<file path="config.mk">
export PLATFORM = sky130hd
export DESIGN_NAME = pccard_cycle_gen
export DESIGN_NICKNAME = d
export VERILOG_FILES = /design/src/rtl/pccard_pkg.sv /design/src/rtl/pccard_decode.sv /design/src/rtl/pccard_phase.sv /design/src/rtl/pccard_cycle_gen.sv
export SDC_FILE = /design/constraint.sdc
export NUM_CORES = 1
export LEC_CHECK = 0
export BUFFER_PORTS_ARGS = -buffer_cell sky130_fd_sc_hd__buf_2
export CAP_MARGIN = 20
export CELL_PAD_IN_SITES_DETAIL_PLACEMENT = 0
export CELL_PAD_IN_SITES_GLOBAL_PLACEMENT = 1
export CORE_ASPECT_RATIO = 0.8
export CORE_MARGIN = 10
export CORE_UTILIZATION = 39
export CTS_CLUSTER_DIAMETER = 80
export DETAILED_ROUTE_END_ITERATION = 10
export HOLD_SLACK_MARGIN = 0.1
export PLACE_DENSITY_LB_ADDON = 0.1
export SYNTH_ARGS = -nofsm -noshare
export SYNTH_HDL_FRONTEND = slang
export SYNTH_SLANG_ARGS = --single-unit
</file>
<file path="constraint.sdc">
create_clock -name clk -period 5.33 [get_ports clk]
set_input_delay 1.066 -clock clk [delete_from_list [all_inputs] [get_ports clk]]
set_output_delay 1.066 -clock clk [all_outputs]
set_load 0.1 [all_outputs]
</file>
<file path="src/rtl/pccard_pkg.sv">
package pccard_pkg;
  typedef enum logic [1:0] {
    SP_MEM = 2'd0,
    SP_ATT = 2'd1,
    SP_IO  = 2'd2,
    SP_RSV = 2'd3
  } space_e;

  typedef enum logic [1:0] {
    PH_IDLE  = 2'd0,
    PH_SETUP = 2'd1,
    PH_ACC   = 2'd2,
    PH_HOLD  = 2'd3
  } phase_e;

  typedef struct packed {
    logic ce1_n;
    logic ce2_n;
    logic reg_n;
    logic io;
    logic err;
    logic inv;
  } lines_t;
endpackage

</file>
<file path="src/rtl/pccard_decode.sv">
module pccard_decode
  import pccard_pkg::*;
(
  input  space_e space,
  input  logic   word,
  input  logic   hi,
  input  logic   a0,
  output lines_t lines
);
  always_comb begin
    lines = '{ce1_n: 1'b1, ce2_n: 1'b1, reg_n: 1'b1, io: 1'b0, err: 1'b0, inv: 1'b0};
    unique case (space)
      SP_MEM, SP_IO: begin
        lines.reg_n = (space == SP_MEM);
        lines.io    = (space == SP_IO);
        if (word) begin
          lines.ce1_n = 1'b0;
          lines.ce2_n = 1'b0;
          lines.err   = a0;
        end else if (hi) begin
          lines.err   = 1'b1;
        end else begin
          lines.ce1_n = 1'b0;
        end
      end
      SP_ATT: begin
        lines.ce1_n = 1'b0;
        lines.reg_n = 1'b0;
        lines.inv   = a0;
      end
      default: lines.err = 1'b1;
    endcase
  end
endmodule

</file>
<file path="src/rtl/pccard_phase.sv">
module pccard_phase
  import pccard_pkg::*;
#(
  parameter int LW   = 4,
  parameter int MINW = 2
) (
  input  logic          clk,
  input  logic          rst_n,
  input  logic          start,
  input  logic [LW-1:0] setup_len,
  input  logic [LW-1:0] acc_len,
  input  logic [LW-1:0] hold_len,
  input  logic          wait_en,
  input  logic          wait_n,
  output phase_e        phase,
  output logic          capture,
  output logic          done
);
  localparam int KW = LW + 1;

  logic [LW-1:0] cnt;
  logic [KW-1:0] k;
  logic          stretch;
  logic          acc_end;

  assign stretch = wait_en && (k >= KW'(MINW)) && !wait_n;
  assign acc_end = (phase == PH_ACC) && (k >= {1'b0, acc_len}) && !stretch;
  assign capture = acc_end;
  assign done    = (phase == PH_HOLD) && (cnt == '0);

  always_ff @(posedge clk or negedge rst_n) begin
    if (!rst_n) begin
      phase <= PH_IDLE;
      cnt   <= '0;
      k     <= '0;
    end else begin
      unique case (phase)
        PH_IDLE: if (start) begin
          phase <= PH_SETUP;
          cnt   <= setup_len;
        end
        PH_SETUP: begin
          if (cnt == '0) begin
            phase <= PH_ACC;
            k     <= KW'(1);
          end else begin
            cnt <= cnt - LW'(1);
          end
        end
        PH_ACC: begin
          if (acc_end) begin
            phase <= PH_HOLD;
            cnt   <= hold_len;
          end else if (k != '1) begin
            k <= k + KW'(1);
          end
        end
        PH_HOLD: begin
          if (cnt == '0) phase <= PH_IDLE;
          else           cnt   <= cnt - LW'(1);
        end
        default: phase <= PH_IDLE;
      endcase
    end
  end
endmodule

</file>
<file path="src/rtl/pccard_cycle_gen.sv">
module pccard_cycle_gen
  import pccard_pkg::*;
#(
  parameter int AW   = 11,
  parameter int LW   = 4,
  parameter int MINW = 2
) (
  input  logic          clk,
  input  logic          rst_n,
  input  logic          req_valid,
  output logic          req_ready,
  input  logic [1:0]    req_space,
  input  logic          req_write,
  input  logic          req_word,
  input  logic          req_hi,
  input  logic [AW-1:0] req_addr,
  input  logic [15:0]   req_wdata,
  output logic          rsp_valid,
  output logic          rsp_err,
  output logic          rsp_inv,
  output logic [15:0]   rsp_rdata,
  input  logic [LW-1:0] cfg_setup,
  input  logic [LW-1:0] cfg_hold,
  input  logic [LW-1:0] cfg_mem_len,
  input  logic [LW-1:0] cfg_att_len,
  input  logic [LW-1:0] cfg_io_len,
  input  logic          cfg_wait_en,
  output logic [AW-1:0] card_a,
  output logic          card_ce1_n,
  output logic          card_ce2_n,
  output logic          card_reg_n,
  output logic          card_oe_n,
  output logic          card_we_n,
  output logic          card_iord_n,
  output logic          card_iowr_n,
  input  logic          card_wait_n,
  output logic [15:0]   card_dout,
  output logic          card_doe,
  input  logic [15:0]   card_din
);
  localparam int DW = 16;
  localparam int BW = DW / 2;

  phase_e        phase;
  logic          capture, done;
  lines_t        dec;
  logic          accept, start;
  logic          l_ce1_n, l_ce2_n, l_reg_n, l_io, l_inv, l_write, l_word;
  logic [AW-1:0] l_addr;
  logic [DW-1:0] l_wdata;
  logic [LW-1:0] acc_len;
  logic          active, strobe;

  pccard_decode u_dec (
    .space (space_e'(req_space)),
    .word  (req_word),
    .hi    (req_hi),
    .a0    (req_addr[0]),
    .lines (dec)
  );

  assign req_ready = (phase == PH_IDLE);
  assign accept    = req_valid && req_ready;
  assign start     = accept && !dec.err;

  always_ff @(posedge clk or negedge rst_n) begin
    if (!rst_n) begin
      l_ce1_n <= 1'b1;
      l_ce2_n <= 1'b1;
      l_reg_n <= 1'b1;
      l_io    <= 1'b0;
      l_inv   <= 1'b0;
      l_write <= 1'b0;
      l_word  <= 1'b0;
      l_addr  <= '0;
      l_wdata <= '0;
    end else if (start) begin
      l_ce1_n <= dec.ce1_n;
      l_ce2_n <= dec.ce2_n;
      l_reg_n <= dec.reg_n;
      l_io    <= dec.io;
      l_inv   <= dec.inv;
      l_write <= req_write;
      l_word  <= !dec.ce2_n;
      l_addr  <= req_addr;
      l_wdata <= req_wdata;
    end
  end

  always_comb begin
    if (l_io)         acc_len = cfg_io_len;
    else if (l_reg_n) acc_len = cfg_mem_len;
    else              acc_len = cfg_att_len;
  end

  pccard_phase #(.LW(LW), .MINW(MINW)) u_phase (
    .clk       (clk),
    .rst_n     (rst_n),
    .start     (start),
    .setup_len (cfg_setup),
    .acc_len   (acc_len),
    .hold_len  (cfg_hold),
    .wait_en   (cfg_wait_en),
    .wait_n    (card_wait_n),
    .phase     (phase),
    .capture   (capture),
    .done      (done)
  );

  always_ff @(posedge clk or negedge rst_n) begin
    if (!rst_n) begin
      rsp_valid <= 1'b0;
      rsp_err   <= 1'b0;
      rsp_inv   <= 1'b0;
      rsp_rdata <= '0;
    end else begin
      rsp_valid <= (accept && dec.err) || done;
      if (accept) begin
        rsp_err   <= dec.err;
        rsp_inv   <= 1'b0;
        rsp_rdata <= '0;
      end else if (done) begin
        rsp_err <= 1'b0;
        rsp_inv <= l_inv;
      end
      if (capture && !l_write)
        rsp_rdata <= l_word ? card_din : {{(DW-BW){1'b0}}, card_din[BW-1:0]};
    end
  end

  assign active      = (phase != PH_IDLE);
  assign strobe      = (phase == PH_ACC);
  assign card_a      = l_addr;
  assign card_ce1_n  = active ? l_ce1_n : 1'b1;
  assign card_ce2_n  = active ? l_ce2_n : 1'b1;
  assign card_reg_n  = active ? l_reg_n : 1'b1;
  assign card_oe_n   = !(strobe && !l_io && !l_write);
  assign card_we_n   = !(strobe && !l_io &&  l_write);
  assign card_iord_n = !(strobe &&  l_io && !l_write);
  assign card_iowr_n = !(strobe &&  l_io &&  l_write);
  assign card_doe    = active && l_write;
  assign card_dout   = l_word ? l_wdata : {{(DW-BW){1'b0}}, l_wdata[BW-1:0]};
endmodule

</file>
* Word level (Yosys, flattened, before mapping)
Cells that the tools add are included.
** Cells by class
- Equal/unequal tests :: 13
- Mux-type cells :: 36
- $lt $le $gt $ge :: 2
- Reduce and logical (&&, ||, !) cells :: 39
- Add/sub/neg operators :: 2
** Operators by type and width (number)
- $mux 16 :: 4
- $mux 4 :: 5
- $logic_and 1x1->1 :: 16
- $mux 5 :: 3
- $mux 1 :: 14
- $pmux 4 s3 :: 1
- $logic_not 1->1 :: 10
- $pmux 5 s2 :: 1
- $mux 2 :: 4
- $ne 2x2->1 const B :: 4
- $pmux 2 s4 :: 1
- $reduce_and 4->1 :: 2
- $reduce_bool 2->1 :: 4
- $eq 2x2->1 const B :: 3
- $ne 2x1->1 const B :: 3
- $pmux 1 s2 :: 3
- $add 5x1->5 const B :: 1
- $ge 5x2->1 const B :: 1
- $ge 5x4->1 :: 1
- $ne 5x5->1 const B :: 1
- $eq 2x1->1 const B :: 2
- $logic_not 2->1 :: 2
- $logic_not 4->1 :: 1
- $reduce_or 2->1 :: 2
- other kinds (3) :: 3
** Storage, ports and cells
- Logic and storage cells :: 108
- Bits of input ports :: 73
- Output and inout port bits :: 55
- Flip-flop bits (word level) :: 64

* Depth between registers and ports, before layout
- Word-level depth :: 7
- Depth in mapped cells :: 11
- Mapped depth without buffers :: 9

* By module
From an unflattened synthesis, not the netlist that was laid out.
** Second synthesis, totals
- Cell total of the unflattened synthesis :: 293
- Area total of the unflattened synthesis :: 3390.8 µm²
** Modules (own cells, without submodules)
- pccard_cycle_gen :: area each 2351.0 µm², times used 1, cells an instance 170, sequential area each 1330.0 µm²
- pccard_phase :: area each 949.7 µm², times used 1, cells an instance 110, sequential area each 275.3 µm²
- pccard_decode :: area each 90.1 µm², times used 1, cells an instance 13, sequential area each 0.0 µm²

* Worst setup path after synthesis
OpenSTA, ideal clock, no wires.
- Kind :: register to output
- From :: reg u_phase.phase[0]
- To :: out card_doe
- Arrival time :: 2853 ps
- Buffers on the path :: 2
- Setup slack :: 1411 ps
- Data required time :: 4264 ps
- Cell stages (with the launch flop) :: 6
- Cell sequence :: dfrtp_1 > inv_1 > ha_1 > clkbuf_1 > clkbuf_1 > nor2b_1
** Between the ends
- Word-level cells in the longest chain between the ends :: 2
** Ends and longest elaborated chain
- from (decl) :: line pccard_phase.sv:15 : output phase_e phase,
- from (signal assigned) :: line pccard_phase.sv:33 : phase <= PH_IDLE;
- from (signal assigned) :: line pccard_phase.sv:39 : phase <= PH_SETUP;
- from (signal assigned) :: line pccard_phase.sv:44 : phase <= PH_ACC;
- $reduce_bool 2->1 :: line pccard_cycle_gen.sv:131 : assign active = (phase != PH_IDLE);
- $logic_and 1x1->1 :: line pccard_cycle_gen.sv:141 : assign card_doe = active && l_write;
- to (decl) :: line pccard_cycle_gen.sv:38 : output logic card_doe,
No other way between the ends.

* Final worst setup path
- From :: reg u_phase.phase[0]
- To :: out card_oe_n
** Between the ends
- Word-level cells in the longest chain between the ends :: 4
** Ends and longest elaborated chain
- $eq 2x2->1 :: line pccard_cycle_gen.sv:132 : assign strobe = (phase == PH_ACC);
- $logic_and 1x1->1 (2 in series) :: line pccard_cycle_gen.sv:137 : assign card_oe_n = !(strobe && !l_io && !l_write);
- $logic_not 1->1 :: line pccard_cycle_gen.sv:137
- to (decl) :: line pccard_cycle_gen.sv:32 : output logic card_oe_n,
No other way between the ends.

==> results_dict.tcl <==
set metrics [dict create \
    dp_hpwl_um 6550 \
    slew_viol_final 0 \
    viasPerCell 4.77 \
    port-buffer-count 127 \
    setup_viol_count_final 0 \
    fin_cells 539 \
    ys_warn_count 0 \
    wire_per_inst_um 15.9 \
    grt_first_pass_wirelength_um 13700 \
    nNetsFinal 514 \
    die_height_um 102 \
    crit_family "buffers and inverters" \
    synth_edf_count 0 \
    insertion_delay_ns 0.33 \
    rrSetupSlack_ns 2.53 \
    die_w_um 122 \
    fin_area_um2 4120 \
    cp-start-kind "flop" \
    slew_headroom 0.405 \
    totalWireLength_um 8570 \
    grt_max_degree 65 \
    worstPathRequired_ns 4.26 \
    cpMaxStageDelayCell "ha_1" \
    tightestPinTransition_ns 0.891 \
    rsz0062_at_grt "false" \
    synth_nets 398 \
    synthFlopType "dfrtp_1" \
    hold_path.class "flop to flop" \
    final_common_cell "buf_2" \
    gp_congestion 0.799 \
    setup_slack_ns 1.90 \
    clock_sinks 64 \
    dpl_cell_area_um2 3920 \
    grt_pass1_vias 2682 \
    async_flop_share 1.00 \
    ioPinCount 128 \
    fmax_ghz 0.291 \
    final_antenna_net_count 0 \
    path_common_cell "inv_1" \
    drt_iter0_markers 123 \
    cts_max_path_buffers 2 \
    placed_cells 523 \
    crit_arrival_ns 2.37 \
    r2r_start "l_reg_n$_DFFE_PN1P_" \
    cap_violations 0 \
    syn_area_um2 3260 \
    cts_root_buf "clkbuf_8" \
    dieArea_um2 12400 \
    hold_viol_final 0 \
    avgSynthCellArea_um2 10.5 \
    finalSetupTns_ns 0 \
    syn_inst 310 \
    end_kind "output pin" \
    hp-start "l_ce1_n$_DFFE_PN1P_" \
    dp_slack_ns 1.89 \
    setup.worst_path.class "flop to output pin" \
    synth_seq_cells 64 \
    cts_tree "built" \
    grt.total_usage 0.138 \
    status "finished clean" \
    finClkSkew_ns 0.00645 \
    cts_resized 0 \
    cp_num_buf_inv 3 \
    start_util 0.407 \
    core_region_area_um2 8020 \
    clkTransAtPathRegs_ns 0.07 \
    cts_made_buffers 9 \
    crit_fanout 20 \
    drtPass1Iterations 4 \
    period_minus_slack_ns 3.43 \
    area_growth_pct 26.4 \
    ys_types 42 \
    num_rows 29 \
    h-tree-depth 3 \
    cts_setup_buffers 0 \
    worst_path_largest_cell_delay_ns 0.59 \
    crit_chain "inv_1, ha_1, inv_1, or3_1, buf_2" \
    ys_seq_area_frac 0.492 \
    antenna_found_initial 0 \
    holdBufCountCts 0 \
    crit_start "u_phase.phase[0]$_DFFE_PN0P_" \
    diodes 0 \
    final_cell_mix "buf_2, dfrtp_1, mux2_2" \
    drc 0 \
    fin_crit_sh 0.644 \
    drive_gt1_frac 0.432 \
    vias 2573 \
    grt.overflow.total 0 \
]
## synthesized netlist by cell type, types with 2 or more instances
library cell / n / area (um^2)
a211oi_1: 3 / 22.5
nor2b_1: 5 / 31.3
nor2_1: 12 / 45.0
inv_1: 17 / 63.8
and2_1: 10 / 62.6
dfrtp_1: 61 / 1530
nand3_1: 19 / 95.1
nand2_1: 29 / 109
o211ai_1: 3 / 22.5
a21oi_1: 5 / 25.0
buf_4: 8 / 60.1
nand3_2: 2 / 20.0
nand4_1: 3 / 18.8
mux2_1: 2 / 22.5
ha_1: 15 / 188
nor3_1: 3 / 15.0
mux2i_1: 11 / 110
dfstp_2: 3 / 78.8
buf_1: 2 / 7.51
or2_2: 3 / 18.8
mux2_2: 32 / 360
clkbuf_1: 13 / 48.8
o21ai_0: 30 / 150
## logic make-up after synthesis
group,synth area share
AO/OA/AOI/OAI,0.0894
XOR/XNOR,0.00537
adder cells (fa/ha/maj),0.0576
buffers and inverters,0.0587
flip-flops,0.492
multiplexers,0.151
AND/OR/NAND/NOR,0.145
## final timing paths
kind | end | cells past startpoint
setup / recovery | card_oe_n | 5
hold / removal | l_ce1_n$_DFFE_PN1P_ | 1
setup reg to reg | u_phase.phase[1]$_DFFE_PN0P_ | 8
hold reg to reg | l_ce1_n$_DFFE_PN1P_ | 1
max in group asynchronous | u_phase.k[2]$_DFFE_PN0P_ | 2
min in group asynchronous | u_phase.cnt[0]$_DFFE_PN0P_ | 2
## registers in the layout, summed over array words and instances, names as in the netlist, 2 cells and up
| signal | flops |
|---|---|
| card_a | 11 |
| l_wdata | 16 |
| rsp_rdata | 16 |
| u_phase.cnt | 4 |
| u_phase.k | 5 |
| u_phase.phase | 2 |
## stage by stage
stage / utilization / hold WS [ns]
after floorplan: - / 0.449
after global placement: 0.488 / 0.476
after detailed placement: 0.489 / 0.482
after CTS: 0.514 / 0.494
after global routing: 0.514 / 0.509
final: 0.514 / 0.489
## cell type report
type | instances | area, um^2
clock inverter | 6 | 70.1
sequential | 64 | 1610
clock buffer | 10 | 128
tap | 108 | 135
fill | 784 | 3900
timing repair buffer | 129 | 654
inverter | 17 | 63.8
multi-input combinational | 205 | 1460
## routing by layer
metal / vias to the layer above / track usage / wire (um)
li1: 1292 / - / -
met1: 1185 / 0.180 / 4050
met2: 92 / 0.202 / 3670
met3: 4 / 0.0661 / 803
met4: 0 / 0.0307 / 40
met5: - / 0 / 0
Power is not shown: default switching activity piles up to over one toggle a cycle in this logic, so the estimate is an artifact.
